File: src/rtl/mac_preload.sv
module mac_preload #(
  parameter int OP_W              = 18,
  parameter int ACC_W             = 52,
  parameter int PRE_W             = 36,
  parameter int LOAD_STAGES       = 1,
  parameter bit PROD_WINS_OVERLAP = 1'b1
) (
  input  logic             clk,
  input  logic             rst,
  input  logic [OP_W-1:0]  a_i,
  input  logic [OP_W-1:0]  b_i,
  input  logic             sub_i,
  input  logic             load_i,
  input  logic [PRE_W-1:0] pre_i,
  output logic [ACC_W-1:0] acc_o,
  output logic             ovf_o
);
  localparam int PROD_W  = 2 * OP_W;
  localparam int PRE_LSB = ACC_W - PRE_W;
  localparam int OVL_W   = OP_W - PRE_LSB;

  logic signed [OP_W-1:0]   a_q, b_q;
  logic                     sub_q;
  logic [PRE_W-1:0]         pre_q;
  logic                     ld_now;
  logic signed [PROD_W-1:0] prod;
  logic [ACC_W-1:0]         prod_x, load_val, sum, acc_q;
  logic                     ovf_q, ovf_n;

  always_ff @(posedge clk) begin
    if (rst) begin
      a_q   <= '0;
      b_q   <= '0;
      sub_q <= 1'b0;
      pre_q <= '0;
    end else begin
      a_q   <= a_i;
      b_q   <= b_i;
      sub_q <= sub_i;
      pre_q <= pre_i;
    end
  end

  generate
    if (LOAD_STAGES == 0) begin : g_ld0
      assign ld_now = load_i;
    end else if (LOAD_STAGES == 1) begin : g_ld1
      logic ld_q;
      always_ff @(posedge clk) ld_q <= rst ? 1'b0 : load_i;
      assign ld_now = ld_q;
    end else begin : g_ld2
      logic [1:0] ld_q;
      always_ff @(posedge clk) ld_q <= rst ? 2'b00 : {ld_q[0], load_i};
      assign ld_now = ld_q[1];
    end
  endgenerate

  assign prod   = a_q * b_q;
  assign prod_x = {{(ACC_W-PROD_W){prod[PROD_W-1]}}, prod};

  generate
    if (PROD_WINS_OVERLAP) begin : g_ovl_prod
      assign load_val = {pre_q[PRE_W-1:OVL_W], {OP_W{1'b0}}} + prod_x;
    end else begin : g_ovl_pre
      assign load_val = {pre_q, prod[PRE_LSB-1:0]};
    end
  endgenerate

  assign sum = sub_q ? acc_q - prod_x : acc_q + prod_x;

  always_comb begin
    if (sub_q)
      ovf_n = (acc_q[ACC_W-1] != prod_x[ACC_W-1]) && (sum[ACC_W-1] != acc_q[ACC_W-1]);
    else
      ovf_n = (acc_q[ACC_W-1] == prod_x[ACC_W-1]) && (sum[ACC_W-1] != acc_q[ACC_W-1]);
  end

  always_ff @(posedge clk) begin
    if (rst) begin
      acc_q <= '0;
      ovf_q <= 1'b0;
    end else if (ld_now) begin
      acc_q <= load_val;
      ovf_q <= 1'b0;
    end else begin
      acc_q <= sum;
      ovf_q <= ovf_n;
    end
  end

  assign acc_o = acc_q;
  assign ovf_o = ovf_q;
endmodule


File: config.mk
export PLATFORM = sky130hd
export DESIGN_NAME = mac_preload
export DESIGN_NICKNAME = d
export VERILOG_FILES = /design/src/rtl/mac_preload.sv
export SDC_FILE = /design/constraint.sdc
export NUM_CORES = 1
export LEC_CHECK = 0
export BUFFER_PORTS_ARGS = -buffer_cell sky130_fd_sc_hd__buf_2
export CAP_MARGIN = 10
export CORE_ASPECT_RATIO = 0.5
export CORE_MARGIN = 8
export CORE_UTILIZATION = 35
export DETAILED_ROUTE_END_ITERATION = 7
export GPL_TIMING_DRIVEN = 1
export HOLD_SLACK_MARGIN = 0.1
export PLACE_DENSITY = 0.62
export RECOVER_POWER = 25
export SLEW_MARGIN = 20
export SYNTH_ARGS = -nofsm -noshare
export SYNTH_HDL_FRONTEND = slang
export SYNTH_SLANG_ARGS = --single-unit
File: constraint.sdc
create_clock -name clk -period 29.6 [get_ports clk]
set_input_delay 1.48 -clock clk [delete_from_list [all_inputs] [get_ports clk]]
set_output_delay 1.48 -clock clk [all_outputs]
set_load 0.005 [all_outputs]
==> results of run 1 <==
placed cells by master, fill, tap and decap left out, types with 4 or more instances in the layout:
cell,netlist,layout
ha_1,178,178
xor2_1,32,32
nor3_1,23,23
nand3_1,24,24
and4_1,5,5
nand2b_1,21,21
clkbuf_16,0,17
a211o_1,4,4
a21o_1,49,49
or3_1,8,8
o211ai_1,13,13
a31o_2,4,4
nand2_1,226,226
a211oi_1,17,16
o21ai_0,40,40
nor2b_1,84,84
o221ai_1,5,5
fa_1,331,331
inv_6,0,4
o21ai_1,5,5
a2111oi_0,4,4
nand4_1,16,16
buf_4,0,13
a311oi_1,7,7
o21a_1,22,22
o22ai_1,10,10
o31ai_1,8,8
a21oi_1,153,153
mux2i_1,17,17
or2_2,4,4
inv_1,407,407
dfxtp_1,125,123
and3_1,13,13
a31oi_1,12,12
nor2_1,152,152
buf_2,7,125
o21bai_1,19,19
xnor2_1,103,102
and2_1,172,172
path summary, 6_finish.rpt:
kind | from | end | slack (ns) | depth (start not counted)
min | acc_o[51] | ovf_o | 0.59 | 2
max | b_q[3] | ovf_o | 18.42 | 35
min reg2reg | acc_o[51] | ovf_o | 0.59 | 2
max reg2reg | b_q[3] | ovf_o | 18.42 | 35
critical path: cells and delay by family (launching register included):
| family | cells | cell delay (ns) |
|---|---|---|
| fa+ha+maj | 8 | 4.33 |
| simple gates | 5 | 0.85 |
| flops | 1 | 0.85 |
| mux | 1 | 0.21 |
| xor+xnor | 1 | 0.13 |
| buf+inv | 3 | 0.23 |
| compound gates | 17 | 4.41 |
registers in the layout (all words and copies together), names as in the netlist:
| signal | cells |
|---|---|
| a_q | 18 |
| acc_o | 52 |
| b_q | 18 |
| g_ld1.ld_q | 1 |
| ovf_o | 1 |
| pre_q | 34 |
| sub_q | 1 |
routing by layer:
metal  up-vias  part of all wire  track usage
li1       8056                 -            -
met1      8310              0.44        0.208
met2       353              0.49        0.283
met3        80             0.046       0.0276
met4         0             0.020       0.0447
met5         -                 0            0
kinds of logic (layout without fill, tap and decap cells):
kind of cell    after synthesis  count (layout)  share of synthesized area
compound gates              418             418                      0.130
xor+xnor                    139             139                     0.0592
fa+ha+maj                   509             509                      0.414
buf+inv                     500             579                     0.0883
flops                       125             125                      0.117
mux                          19              19                    0.00955
other cells                   0               2                          0
simple gates                768             768                      0.182
area by class of cell:
type / instances / area share
Multi-Input combinational cell: 1853 / 0.726
Timing Repair Buffer: 139 / 0.0311
Clock inverter: 10 / 0.00540
Sequential cell: 125 / 0.107
Tap cell: 825 / 0.0441
Inverter: 408 / 0.0655
Antenna cell: 2 / 0.000214
Clock buffer: 22 / 0.0203
per-stage QoR:
step | area, um^2 | util | std cells | worst slack, ns
after floorplan | 21400 | - | 2478 | 19.95
after global placement | 22800 | 0.375 | 3350 | 18.24
after detailed placement | 22800 | 0.375 | 3350 | 18.56
after CTS | 23400 | 0.385 | 3382 | 18.52
after global routing | 23400 | 0.385 | 3382 | 17.56
final | 23400 | 0.385 | 3384 | 18.42
==> flow_summary.yaml, run 1 <==
grt:
  antenna_found_initial: 1
  grt_first_pass_wirelength_um: 91700
  first_global_vias: 17500
  grt_max_degree: 70
  grt.total_usage: 0.162
  grt.overflow.total: 0
route:
  wl_per_cell_um: 16.3
  drt_iter0_markers: 1040
  ant_nets: 0
  vias: 16800
  drt-total-wl_um: 55300
  drt_pass1_iterations: 7
  drc: 0
  avgViaCountPerCell: 4.96
floorplan:
  die_x_um: 365
  ios: 129
  initial_core_util: 0.352
  rows: 64
  dieArea_mm2: 0.0697
  die_h_um: 191
  coreArea_mm2: 0.0607
critical_path:
  cpPeakStageDelay_ns: 0.90
  crit_fanout: 18
  start_kind: "flop"
  cp-end-kind: "flop"
  crit_top_cell: "fa_1"
  arrival_ns: 11.48
  crit_path_top_delay_cell: "fa_1"
  cp_data_required_time_ns: 29.90
  critical_path_class: "reg2reg"
clock_network:
  cts-htree-levels: 4
  clkSinkCount: 125
  cts_tree: "yes"
  cts_inserted_buffers: 17
  cts.clk_slew.worst_paths_ns: 0.06
  cts_buffer_depth: 2
  hold_buffers: 0
  clk_latency_ns: 0.46
  root_buffer: "clkbuf_16"
  cts_setup_buffers: 0
  cts_resized: 0
sta:
  finalClockSkew_ns: 0.0146
  slew_headroom: -0.789
  setup_violations: 0
  rsz0062_at_grt: "false"
  tns_ns: 0
  timing.fmax_mhz: 89.4
  fin_crit_ns: 11.18
  worst_pin_slew_ns: 2.68
  hold_violations: 0
  fin_crit_sh: 0.378
  hold_slack_ns: 0.590
  drv_slew: 63
layout:
  multi_input_area_mm2: 0.0170
  layout.area.seq_mm2: 0.00250
  nets: 3129
  drive_gt1_frac: 0.0782
  synthToLayoutAreaGrowth_pct: 9.48
  fillers: 6196
synth:
  yosys.cell_count.top_type: "inv_1"
  synth-warning-count: 0
  synth_common_cells: "inv_1, fa_1, nand2_1"
  yosysTopAreaCellShare: 0.310
  synth.cell_area_mm2: 0.0214
  synth_ff_type: "dfxtp_1"
  yosys_register_bits: 125
  synth.largest_area_cell: "fa_1"
  syn_avg_cell_area_um2: 8.62
  syn-num-nets: 3063
  async_flop_share: 0
  synth_enable_flop_cells: 0
  synthCells: 2478
  ys_top_cells_by_area: "fa_1, dfxtp_1, ha_1"
  ys_seq_area_frac: 0.117
  synth.distinct_cells: 86
outcome:
  violations: "capacitance limit, slew limit"
  status: "complete, but fails checks"
placed_design:
  place.gp.congestion: 0.885
  place_hpwl_um: 44900
  io_buffers: 126
flow_run:
  cap_violations: 1
hold_path:
  hp-class: "reg2reg"
Power of run 1 is not shown: default switching activity piles up to over one toggle a cycle in this logic, so the estimate is an artifact.
==> inputs of run 2 (changes only) <==
--- a/config.mk
+++ b/config.mk
@@ -5,6 +5,7 @@
 export SDC_FILE = /design/constraint.sdc
 export NUM_CORES = 1
 export LEC_CHECK = 0
+export ABC_AREA = 1
 export BUFFER_PORTS_ARGS = -buffer_cell sky130_fd_sc_hd__buf_2
 export CAP_MARGIN = 10
 export CORE_ASPECT_RATIO = 0.5
==> constraint.sdc (replaced) <==
create_clock -name clk -period 11.6 [get_ports clk]
set_input_delay 0.58 -clock clk [delete_from_list [all_inputs] [get_ports clk]]
set_output_delay 0.58 -clock clk [all_outputs]
set_load 0.005 [all_outputs]
==> flow_summary.yaml, run 2 <==
synth:
  syn-num-nets: 3865
  synth_ff_type: "dfxtp_1"
  ys_top_cells_by_area: "fa_1, inv_1, nand2_1"
  ys_seq_area_frac: 0.110
  async_flop_share: 0
  synth.distinct_cells: 45
  yosys_register_bits: 125
  syn_avg_cell_area_um2: 6.96
  yosys.cell_count.top_type: "inv_1"
  synth.largest_area_cell: "fa_1"
  synth_common_cells: "inv_1, nand2_1, fa_1"
  synth.cell_area_mm2: 0.0228
  synthCells: 3280
  synth_enable_flop_cells: 0
  synth-warning-count: 0
  yosysTopAreaCellShare: 0.290
layout:
  antenna_cells: 0
  fillers: 6952
  layout.area.seq_mm2: 0.00250
  nets: 3919
  mostFrequentLayoutCell: "inv_1"
  final_cell_mix: "inv_1, nand2_1, fa_1"
  multi_input_area_mm2: 0.0167
  synthToLayoutAreaGrowth_pct: 8.86
  drive_gt1_frac: 0.0612
  largest_register_ffs: 52
critical_path:
  cpPeakStageDelay_ns: 0.92
  crit_path_top_delay_cell: "fa_1"
  cp-end-kind: "flop"
  critical_path_class: "reg2reg"
  crit_fanout: 18
  start_kind: "flop"
  arrival_ns: 9.99
  cp_data_required_time_ns: 11.91
  crit_top_cell: "nand2_1"
grt:
  antenna_found_initial: 0
  grt.overflow.total: 0
  first_global_vias: 20500
  grt_first_pass_wirelength_um: 105000
  grt_max_degree: 69
  grt.total_usage: 0.174
sta:
  drv_slew: 39
  fin_crit_sh: 0.835
  slew_headroom: -0.341
  tns_ns: 0
  setup_violations: 0
  hold_violations: 0
  rsz0062_at_grt: "false"
  worst_pin_slew_ns: 2.01
  finalClockSkew_ns: 0.0148
  fin_crit_ns: 9.68
  timing.fmax_mhz: 103
floorplan:
  dieArea_mm2: 0.0741
  initial_core_util: 0.353
  rows: 66
  die_h_um: 197
  ios: 129
  coreArea_mm2: 0.0647
  die_x_um: 377
outcome:
  status: "complete, but fails checks"
  violations: "capacitance limit, slew limit"
clock_network:
  clkSinkCount: 125
  cts_buffer_depth: 2
  cts-htree-levels: 4
  cts.clk_slew.worst_paths_ns: 0.07
  cts_inserted_buffers: 17
  root_buffer: "clkbuf_16"
  cts_setup_buffers: 0
  clk_latency_ns: 0.46
  cts_resized: 0
  cts_tree: "yes"
  hold_buffers: 0
placed_design:
  io_buffers: 126
  place_hpwl_um: 53400
  place.gp.congestion: 0.916
route:
  drt_iter0_markers: 1271
  drt_pass1_iterations: 6
  drc: 0
  wl_per_cell_um: 15.1
  avgViaCountPerCell: 4.74
  vias: 20100
  ant_nets: 0
  drt-total-wl_um: 63800
hold_path:
  hp-class: "in2reg"
flow_run:
  cap_violations: 1
run 2: critical path: cells and delay by family (launching register included):
family | cells | cell delay [ns]
xor gates and xnor gates | 2 | 0.87
buffers and inverters | 7 | 0.50
DFF | 1 | 0.90
AOI/OAI and AO/OA | 4 | 0.69
adders and majority gates | 8 | 4.32
and+or+nand+nor | 17 | 2.25
run 2: final cells by class:
class | count | share of cell area
clock buffers | 18 | 0.0173
repair buffers | 134 | 0.0271
inverters | 876 | 0.132
flip-flops and latches | 125 | 0.101
multi-input cells | 2180 | 0.671
clock inverters | 14 | 0.00740
well taps | 884 | 0.0445
run 2: layer usage:
| layer | global-route usage | vias to the layer above | share of wire |
|---|---|---|---|
| li1 | - | 9843 | - |
| met1 | 0.228 | 9610 | 0.45 |
| met2 | 0.302 | 514 | 0.48 |
| met3 | 0.0196 | 100 | 0.047 |
| met4 | 0.0538 | 0 | 0.026 |
| met5 | 0 | - | 0 |
run 2: cell families after synthesis:
| group | synth area share |
|---|---|
| buffers and inverters | 0.160 |
| flip-flops | 0.110 |
| adder cells (fa/ha/maj) | 0.388 |
| AND/OR/NAND/NOR | 0.211 |
| XOR/XNOR | 0.0345 |
| AO/OA/AOI/OAI | 0.0970 |
run 2: final timing paths:
| kind | startpoint | end | slack [ns] | depth (start not counted) |
|---|---|---|---|---|
| hold reg to reg | acc_o[51] | ovf_o | 0.55 | 2 |
| setup reg to reg | b_q[3] | acc_o[49] | 1.92 | 38 |
| setup / recovery | b_q[3] | acc_o[49] | 1.92 | 38 |
| hold / removal | sub_i | sub_q | 0.32 | 3 |
run 2: through the flow:
step,instance area (um^2),worst slack (ns),instances,hold WS (ns),util
3_3_place_gp,24300,2.09,4199,0.518,0.375
4_1_cts,24900,2.00,4231,0.293,0.384
6_report,24800,1.92,4231,0.316,0.384
5_1_grt,24800,1.21,4231,0.306,0.384
3_5_place_dp,24300,2.05,4199,0.540,0.375
2_1_floorplan,22800,3.60,3280,0.512,-
Power of run 2 is left out for the same reason.
